===== config.mk =====
export PLATFORM = sky130hd
export DESIGN_NAME = burst_addr_seq
export DESIGN_NICKNAME = d
export VERILOG_FILES = /design/src/rtl/burst_addr_seq.sv
export SDC_FILE = /design/constraint.sdc
export NUM_CORES = 1
export LEC_CHECK = 0
export BUFFER_PORTS_ARGS = -buffer_cell sky130_fd_sc_hd__buf_2
export CAP_MARGIN = 10
export CELL_PAD_IN_SITES_DETAIL_PLACEMENT = 1
export CELL_PAD_IN_SITES_GLOBAL_PLACEMENT = 1
export CORE_UTILIZATION = 26
export DETAILED_ROUTE_END_ITERATION = 10
export PLACE_DENSITY = 0.55
export SLEW_MARGIN = 20
export SYNTH_ARGS = -nofsm -noshare
export SYNTH_HDL_FRONTEND = slang
export SYNTH_SLANG_ARGS = --single-unit

===== constraint.sdc =====
create_clock -name clk -period 2.53 [get_ports clk]
set_clock_uncertainty 0.15 [all_clocks]
set_input_delay 0.1265 -clock clk [delete_from_list [all_inputs] [get_ports clk]]
set_output_delay 0.1265 -clock clk [all_outputs]
set_load 0.1 [all_outputs]

===== src/rtl/burst_addr_seq.sv =====
module burst_addr_seq #(
  parameter int AW = 20
) (
  input  logic          clk,
  input  logic          rst_n,
  input  logic [AW-1:0] ext_addr,
  input  logic          strb_a,
  input  logic          strb_b,
  input  logic          adv,
  input  logic          order_ilv,
  output logic [AW-1:0] addr_q
);
  localparam int HW = AW - 2;

  logic [HW-1:0] hi_q;
  logic [1:0]    start_q, beat_q, beat_nx, lo_nx;
  logic          load;

  assign load    = strb_a | strb_b;
  assign beat_nx = beat_q + 2'd1;
  assign lo_nx   = order_ilv ? (start_q ^ beat_nx) : (start_q + beat_nx);

  always_ff @(posedge clk) begin
    if (!rst_n) begin
      hi_q    <= '0;
      start_q <= '0;
      beat_q  <= '0;
      addr_q  <= '0;
    end else if (load) begin
      hi_q    <= ext_addr[AW-1:2];
      start_q <= ext_addr[1:0];
      beat_q  <= '0;
      addr_q  <= ext_addr;
    end else if (adv) begin
      beat_q  <= beat_nx;
      addr_q  <= {hi_q, lo_nx};
    end
  end

  assert_load_R2: assert property (@(posedge clk) disable iff (!rst_n)
    (strb_a || strb_b) |=> addr_q == $past(ext_addr));
  assert_collision_R3: assert property (@(posedge clk) disable iff (!rst_n)
    ((strb_a || strb_b) && adv) |=> addr_q == $past(ext_addr));
  assert_hold_R4: assert property (@(posedge clk) disable iff (!rst_n)
    (!strb_a && !strb_b && !adv) |=> $stable(addr_q));
  assert_upper_R5: assert property (@(posedge clk) disable iff (!rst_n)
    (!strb_a && !strb_b && adv) |=> addr_q[AW-1:2] == $past(addr_q[AW-1:2]));
  assert_linstep_R6: assert property (@(posedge clk) disable iff (!rst_n)
    (!strb_a && !strb_b && adv && !order_ilv && beat_q == 2'd0)
      |=> addr_q[1:0] == $past(addr_q[1:0]) + 2'd1);
  assert_ilvstep_R7: assert property (@(posedge clk) disable iff (!rst_n)
    (!strb_a && !strb_b && adv && order_ilv && beat_q == 2'd0)
      |=> addr_q[1:0] == ($past(addr_q[1:0]) ^ 2'd1));
endmodule


Word-level counts from Yosys, hierarchy flattened
Cells that the tools add are included.
{"block": "word_totals", "ff_bits": 42, "latchBits": 0, "mem_bits_rw": 0, "rom_bits": 0, "inputBits": 26, "out_inout_bits": 20, "word_cells": 14, "memories": 0}
{"block": "classes", "add_sub_neg": 2, "n_mul": 0, "div_mod_pow": 0, "order_cmp": 0, "eq_ne": 0, "n_shift": 0, "mux": 3, "bitwise_logic": 3, "reduce_logical": 2}
{"operator": "$mux 20", "n": 2}
{"operator": "$add 2x1->2 const B", "n": 1}
{"operator": "$add 2x2->2", "n": 1}
{"operator": "$mux 2", "n": 1}
{"operator": "$reduce_bool 2->1", "n": 1}
{"operator": "$reduce_or 2->1", "n": 1}
{"operator": "$xor 2x2->2", "n": 1}
{"operator": "$not 1->1", "n": 1}
{"operator": "$or 1x1->1", "n": 1}

Depth between registers and ports, before layout
{"block": "logic_depth", "depth_word": 5, "ltp_mapped": 5, "ltp_nobuf": 5}

Worst setup path before layout
No wires, ideal clock.
{"block": "synth_path", "path_kind": "reg2reg", "startpoint": "reg addr_q[0] (netlist name)", "endpoint": "reg addr_q[0]", "setup_time_ns": 0.076, "t_arrival_ns": 1.388, "required_ns": 2.304, "path_slack_ns": 0.917, "stages_incl_launch_ff": 4, "path_buffers": 0, "synth_period_minus_slack_ns": 1.613, "cell_sequence": "dfxtp_1 mux2_2 nand2_1 a21boi_0"}
{"element": "to (signal assigned)", "line_no": "33", "text": "addr_q <= ext_addr;"}
{"element": "to (signal assigned)", "line_no": "36", "text": "addr_q <= {hi_q, lo_nx};"}
{"element": "to (decl)", "line_no": "11", "text": "output logic [AW-1:0] addr_q"}

Final worst setup path
{"block": "layout_path", "startpoint": "reg beat_q[0]", "endpoint": "reg addr_q[1]"}
{"block": "layout_between", "elab_chain_cells": 5, "word_cells_on_any_way": 6, "classes_between": "add/sub: 2; mux: 3; bitwise: 1"}
{"element": "from (decl)", "line_no": "16", "text": "logic [1:0] start_q, beat_q, beat_nx, lo_nx;"}
{"element": "from (signal assigned)", "line_no": "35", "text": "beat_q <= beat_nx;"}
{"element": "$add 2x1->2", "line_no": "20", "text": "assign beat_nx = beat_q + 2'd1;"}
{"element": "net beat_nx[0]", "line_no": "16"}
{"element": "$add 2x2->2", "line_no": "21", "text": "assign lo_nx = order_ilv ? (start_q ^ beat_nx) : (start_q + beat_nx);"}
{"element": "$mux 2", "line_no": "21"}
{"element": "$mux 20", "line_no": "34", "text": "end else if (adv) begin"}
{"element": "$mux 20", "line_no": "29", "text": "end else if (load) begin"}
The timed path passes the listed nets, and every way through them passes these cells. The select of a mux whose other input is x is not followed.
A chain may end at the register's enable or synchronous reset.

==> impl_metrics.prom <==
# TYPE chip_impl_metric gauge
chip_impl_info{name="r2r-start",value="beat_q[0]$_SDFFE_PP0P_"} 1
chip_impl_metric{name="vias_per_cell",unit=""} 4.13
chip_impl_metric{name="detailroute.via_count",unit=""} 1425
chip_impl_metric{name="synth-seq-cells",unit=""} 42
chip_impl_info{name="post_synth_most_frequent_cells",value="61 x sky130_fd_sc_hd__nand2_1, 42 x sky130_fd_sc_hd__dfxtp_1, 23 x sky130_fd_sc_hd__a21boi_0"} 1
chip_impl_metric{name="cp_num_cells",unit=""} 5
chip_impl_metric{name="detail_route.iter0.violations",unit=""} 42
chip_impl_metric{name="grt_pass1_wl",unit="mm"} 7.09
chip_impl_metric{name="worstMarginPinSlew",unit="ps"} 632
chip_impl_info{name="setup.worst_path.end_class",value="register"} 1
chip_impl_metric{name="grt_antenna_before_repair",unit=""} 0
chip_impl_info{name="ctsRootBufferMaster",value="sky130_fd_sc_hd__clkbuf_8"} 1
chip_impl_info{name="launching_element_type_of_the_critical_path",value="register"} 1
chip_impl_metric{name="dp.final_hpwl",unit="mm"} 2.63
chip_impl_metric{name="yosys.cell_types.count",unit=""} 23
chip_impl_metric{name="worst_setup_hold_path_clk_slew",unit="ps"} 80
chip_impl_metric{name="dp_slack",unit="ps"} 983
chip_impl_metric{name="p_leak",unit="nW"} 1.00
chip_impl_metric{name="synth_compound_gate_area_share",unit="%"} 19.6
chip_impl_metric{name="timing.reg2reg.setup_slack",unit="ps"} 1080
chip_impl_metric{name="worst-endpoint-required",unit="ps"} 2600
chip_impl_metric{name="r2r.worst_path.cells",unit=""} 5
chip_impl_info{name="run_status",value="completed"} 1
chip_impl_metric{name="flow.area_growth_from_synthesis",unit="%"} 30.8
chip_impl_info{name="worst_setup_path_endpoint",value="addr_q[1]$_SDFFE_PN0P_"} 1
chip_impl_metric{name="post-place-cells",unit=""} 318
chip_impl_metric{name="number_of_buffers_created_by_cts",unit=""} 5
chip_impl_metric{name="wl_per_cell",unit="um"} 12.2
chip_impl_metric{name="worstPathBufferInverterCount",unit=""} 1
chip_impl_metric{name="postSynth.asyncResetShare",unit="%"} 0
chip_impl_metric{name="clk_latency",unit="ps"} 290
chip_impl_metric{name="synth_top_area_share",unit="%"} 46.1
chip_impl_metric{name="routabilityCongestion",unit=""} 0.618
chip_impl_metric{name="post-route-period-util",unit="%"} 57.4
chip_impl_metric{name="vdd_ir_drop_max",unit="V"} 0.000260
chip_impl_metric{name="max-cap-violations",unit=""} 0
chip_impl_metric{name="clock_sinks",unit=""} 42
chip_impl_metric{name="final_antenna_diode_count",unit=""} 0
chip_impl_metric{name="hold_viol",unit=""} 0
chip_impl_metric{name="synth_cells",unit=""} 188
chip_impl_metric{name="syn_avg_cell_area",unit="um^2"} 9.70
chip_impl_metric{name="die_footprint",unit="um^2"} 7350
chip_impl_info{name="synth_top_area_cell",value="sky130_fd_sc_hd__dfxtp_1"} 1
chip_impl_metric{name="synth_adder_area_share",unit="%"} 0.686
chip_impl_info{name="critPathLaunch",value="beat_q[0]$_SDFFE_PP0P_"} 1
chip_impl_metric{name="number_of_synthesized_flops_with_an_enable_pin",unit=""} 0
chip_impl_info{name="timing.rr.end",value="addr_q[1]$_SDFFE_PN0P_"} 1
chip_impl_info{name="synth_top_family_by_area",value="compound AO/OA/AOI/OAI gates"} 1
chip_impl_metric{name="postLayoutSetupSlackWorst",unit="ps"} 1080
chip_impl_metric{name="grtUsageTotal",unit="%"} 12.5
chip_impl_metric{name="synth.yosys.seq_area_share",unit="%"} 46.1
chip_impl_metric{name="synthesis.area",unit="um^2"} 1820
chip_impl_info{name="worst_path_dominant_cell_family",value="flip-flops"} 1
chip_impl_metric{name="worst-endpoint-arrival",unit="ps"} 1520
chip_impl_metric{name="cts.repair_timing.setup_buffer_count",unit=""} 0
chip_impl_metric{name="power.switching",unit="W"} 0.000471
chip_impl_metric{name="cts-root-to-sink-buffers",unit=""} 2
chip_impl_metric{name="detail_route.wirelength",unit="mm"} 4.20
chip_impl_metric{name="drive_gt1_share",unit="%"} 34.5
chip_impl_metric{name="port-buffer-count",unit=""} 45
chip_impl_metric{name="ios",unit=""} 46
chip_impl_metric{name="timing.final.max_slew_violations",unit=""} 0
chip_impl_metric{name="internal_power",unit="W"} 0.000998
chip_impl_metric{name="synthXorXnorAreaFrac",unit="%"} 2.68
chip_impl_metric{name="timing.final.crit_period",unit="ps"} 1450
chip_impl_info{name="timing_worst_setup_path_type",value="register to register"} 1
chip_impl_metric{name="power_switching_share",unit="%"} 32.0
chip_impl_info{name="cts_tree",value="built"} 1
chip_impl_metric{name="synth.yosys.warnings",unit=""} 0
chip_impl_info{name="netlist_top_cells_area",value="sky130_fd_sc_hd__dfxtp_1 46%, sky130_fd_sc_hd__nand2_1 13%, sky130_fd_sc_hd__mux2_2 11%, sky130_fd_sc_hd__a21boi_0 9.5%, sky130_fd_sc_hd__a21boi_2 9.3%"} 1
chip_impl_metric{name="grt_max_degree",unit=""} 44
chip_impl_info{name="cell_breakdown_of_the_critical_path",value="inv_1, ha_1, nor2b_1, xnor3_1, o211ai_1"} 1
chip_impl_info{name="critical_path_s_slowest_cell",value="sky130_fd_sc_hd__dfxtp_1"} 1
chip_impl_metric{name="maxSlewHeadroom",unit="%"} 57.8
chip_impl_metric{name="htree_num_levels",unit=""} 2
chip_impl_metric{name="first_global_vias",unit=""} 1533
chip_impl_metric{name="detailedRoute.firstPassIterationCount",unit=""} 4
chip_impl_metric{name="rows",unit=""} 30
chip_impl_metric{name="die_height",unit="um"} 85.7
chip_impl_metric{name="design.final.nets",unit=""} 276
chip_impl_metric{name="die_width",unit="um"} 85.7
chip_impl_info{name="rsz0062_at_grt",value="no"} 1
chip_impl_metric{name="max_freq",unit="MHz"} 688
chip_impl_metric{name="post_synth_mux_area_share",unit="%"} 11.7
chip_impl_metric{name="part_of_the_power_in_registers",unit="%"} 49.1
chip_impl_info{name="hold_path_class",value="input pin to register"} 1
chip_impl_metric{name="power.combinational.fraction",unit="%"} 23.0
chip_impl_metric{name="synth_simple_gate_area_share",unit="%"} 15.0
chip_impl_metric{name="report.final.setup_viol",unit=""} 0
chip_impl_metric{name="initial_core_util",unit="%"} 26.8
chip_impl_metric{name="globalRoute.totalOverflow",unit=""} 0
chip_impl_info{name="yosysMostFrequentCell",value="sky130_fd_sc_hd__nand2_1"} 1
chip_impl_metric{name="layout.cells.non_filler",unit=""} 345
chip_impl_metric{name="clock_power_share",unit="%"} 27.9
chip_impl_metric{name="biggest_cell_delay_along_the_critical_path",unit="ps"} 390
chip_impl_metric{name="design.core.area",unit="um^2"} 6790
chip_impl_metric{name="synth.net_count",unit=""} 215
chip_impl_metric{name="setup_tns",unit="ps"} 0
chip_impl_metric{name="power-per-cell-area",unit="nW/um^2"} 616
chip_impl_metric{name="critical_path_peak_fanout",unit=""} 4
chip_impl_info{name="synth_flop_cell",value="sky130_fd_sc_hd__dfxtp_1"} 1
chip_impl_metric{name="detail_route.drc_violations",unit=""} 0
chip_impl_metric{name="final_antenna_net_count",unit=""} 0
per-layer routing:
metal  up-vias  track usage [%]  routed length [um]
li1        741                -                   -
met2        38             19.9                1770
met3         5             2.98                 180
met1       641             16.6                2190
met5         -                0                   0
met4         0             4.55                  57
power by group through the flow:
stage,Sequential (W),Clock [W],Combinational [W]
global route,0.000726,0.000460,0.000362
floorplan,0.000879,0,0.000111
CTS,0.000721,0.000437,0.000342
global placement,0.000737,0,0.000315
finish,0.000721,0.000409,0.000338
detailed placement,0.000737,0,0.000317
timing repair:
action | CTS | global route
endpoints found under the hold margin | 38 | 0
resized for setup | 0 | 0
hold buffers | 20 | 0
worst reg2reg max path: cells and delay by family (launching register included):
family,cells,cell delay [ps]
DFF,1,390
adders and majority gates,1,160
buffers and inverters,1,60
and+or+nand+nor,1,130
AOI/OAI and AO/OA,1,170
xor gates and xnor gates,1,320
registers in the layout, summed over array words and instances (netlist names):
signal,cells
addr_q,20
hi_q,18
start_q,2
beat_q,2
how the worst min path moves through the flow:
stage                              endpoint  cells after the start  slack (ps)   startpoint
global placement     addr_q[1]$_SDFFE_PN0P_                      3         250  ext_addr[1]
detailed placement   addr_q[4]$_SDFFE_PN0P_                      3         250  ext_addr[4]
global route         addr_q[7]$_SDFFE_PN0P_                      4         130       strb_b
CTS                  addr_q[7]$_SDFFE_PN0P_                      4          90       strb_a
floorplan           start_q[1]$_SDFFE_PN0N_                      2         120  ext_addr[1]
finish               addr_q[7]$_SDFFE_PN0P_                      4         100       strb_a
cells by family after synthesis:
group                      Yosys count
and+or+nand+nor                     69
DFF                                 42
AOI/OAI and AO/OA                   40
muxes                               19
buffers and inverters               13
xor gates and xnor gates             4
adders and majority gates            1
layout make-up:
class	instances	area, um^2
inverters	1	3.75
flip-flops and latches	42	841
clock buffers	7	76.3
well taps	96	120
fillers	788	4410
repair buffers	66	433
multi-input cells	133	911
layout by cell type (no fill, tap or decap):
master | Yosys | layout
sky130_fd_sc_hd__nand2_1 | 61 | 61
sky130_fd_sc_hd__buf_2 | 4 | 45
sky130_fd_sc_hd__dfxtp_1 | 42 | 42
sky130_fd_sc_hd__a21boi_0 | 23 | 23
sky130_fd_sc_hd__dlygate4sd3_1 | 0 | 20
sky130_fd_sc_hd__mux2_2 | 18 | 18
sky130_fd_sc_hd__a21boi_2 | 15 | 15
sky130_fd_sc_hd__clkbuf_8 | 0 | 5
sky130_fd_sc_hd__nor2_1 | 2 | 2
sky130_fd_sc_hd__xor2_1 | 2 | 2
sky130_fd_sc_hd__nand3_1 | 2 | 2
sky130_fd_sc_hd__clkbuf_1 | 4 | 2
sky130_fd_sc_hd__inv_1 | 1 | 1
sky130_fd_sc_hd__nor2_4 | 0 | 1
sky130_fd_sc_hd__or2_2 | 1 | 1
sky130_fd_sc_hd__xnor2_1 | 1 | 1
sky130_fd_sc_hd__mux2_1 | 1 | 1
sky130_fd_sc_hd__a21boi_1 | 1 | 1
sky130_fd_sc_hd__nor2b_1 | 1 | 1
sky130_fd_sc_hd__xnor3_1 | 1 | 1
sky130_fd_sc_hd__nand4b_1 | 1 | 1
sky130_fd_sc_hd__o211ai_1 | 1 | 1
sky130_fd_sc_hd__ha_1 | 1 | 1
sky130_fd_sc_hd__buf_4 | 2 | 1
through the flow:
step | hold slack, ps | power (W) | instance area, um^2 | utilization (%)
after floorplan | 121 | 0.000990 | 1820 | -
after global placement | 254 | 0.00105 | 2110 | 31.0
after detailed placement | 252 | 0.00105 | 2110 | 31.0
after CTS | 86.0 | 0.00150 | 2380 | 35.1
after global routing | 128 | 0.00155 | 2380 | 35.1
final | 96.6 | 0.00147 | 2380 | 35.1
Note: power is estimated with default switching activity, not from simulation.
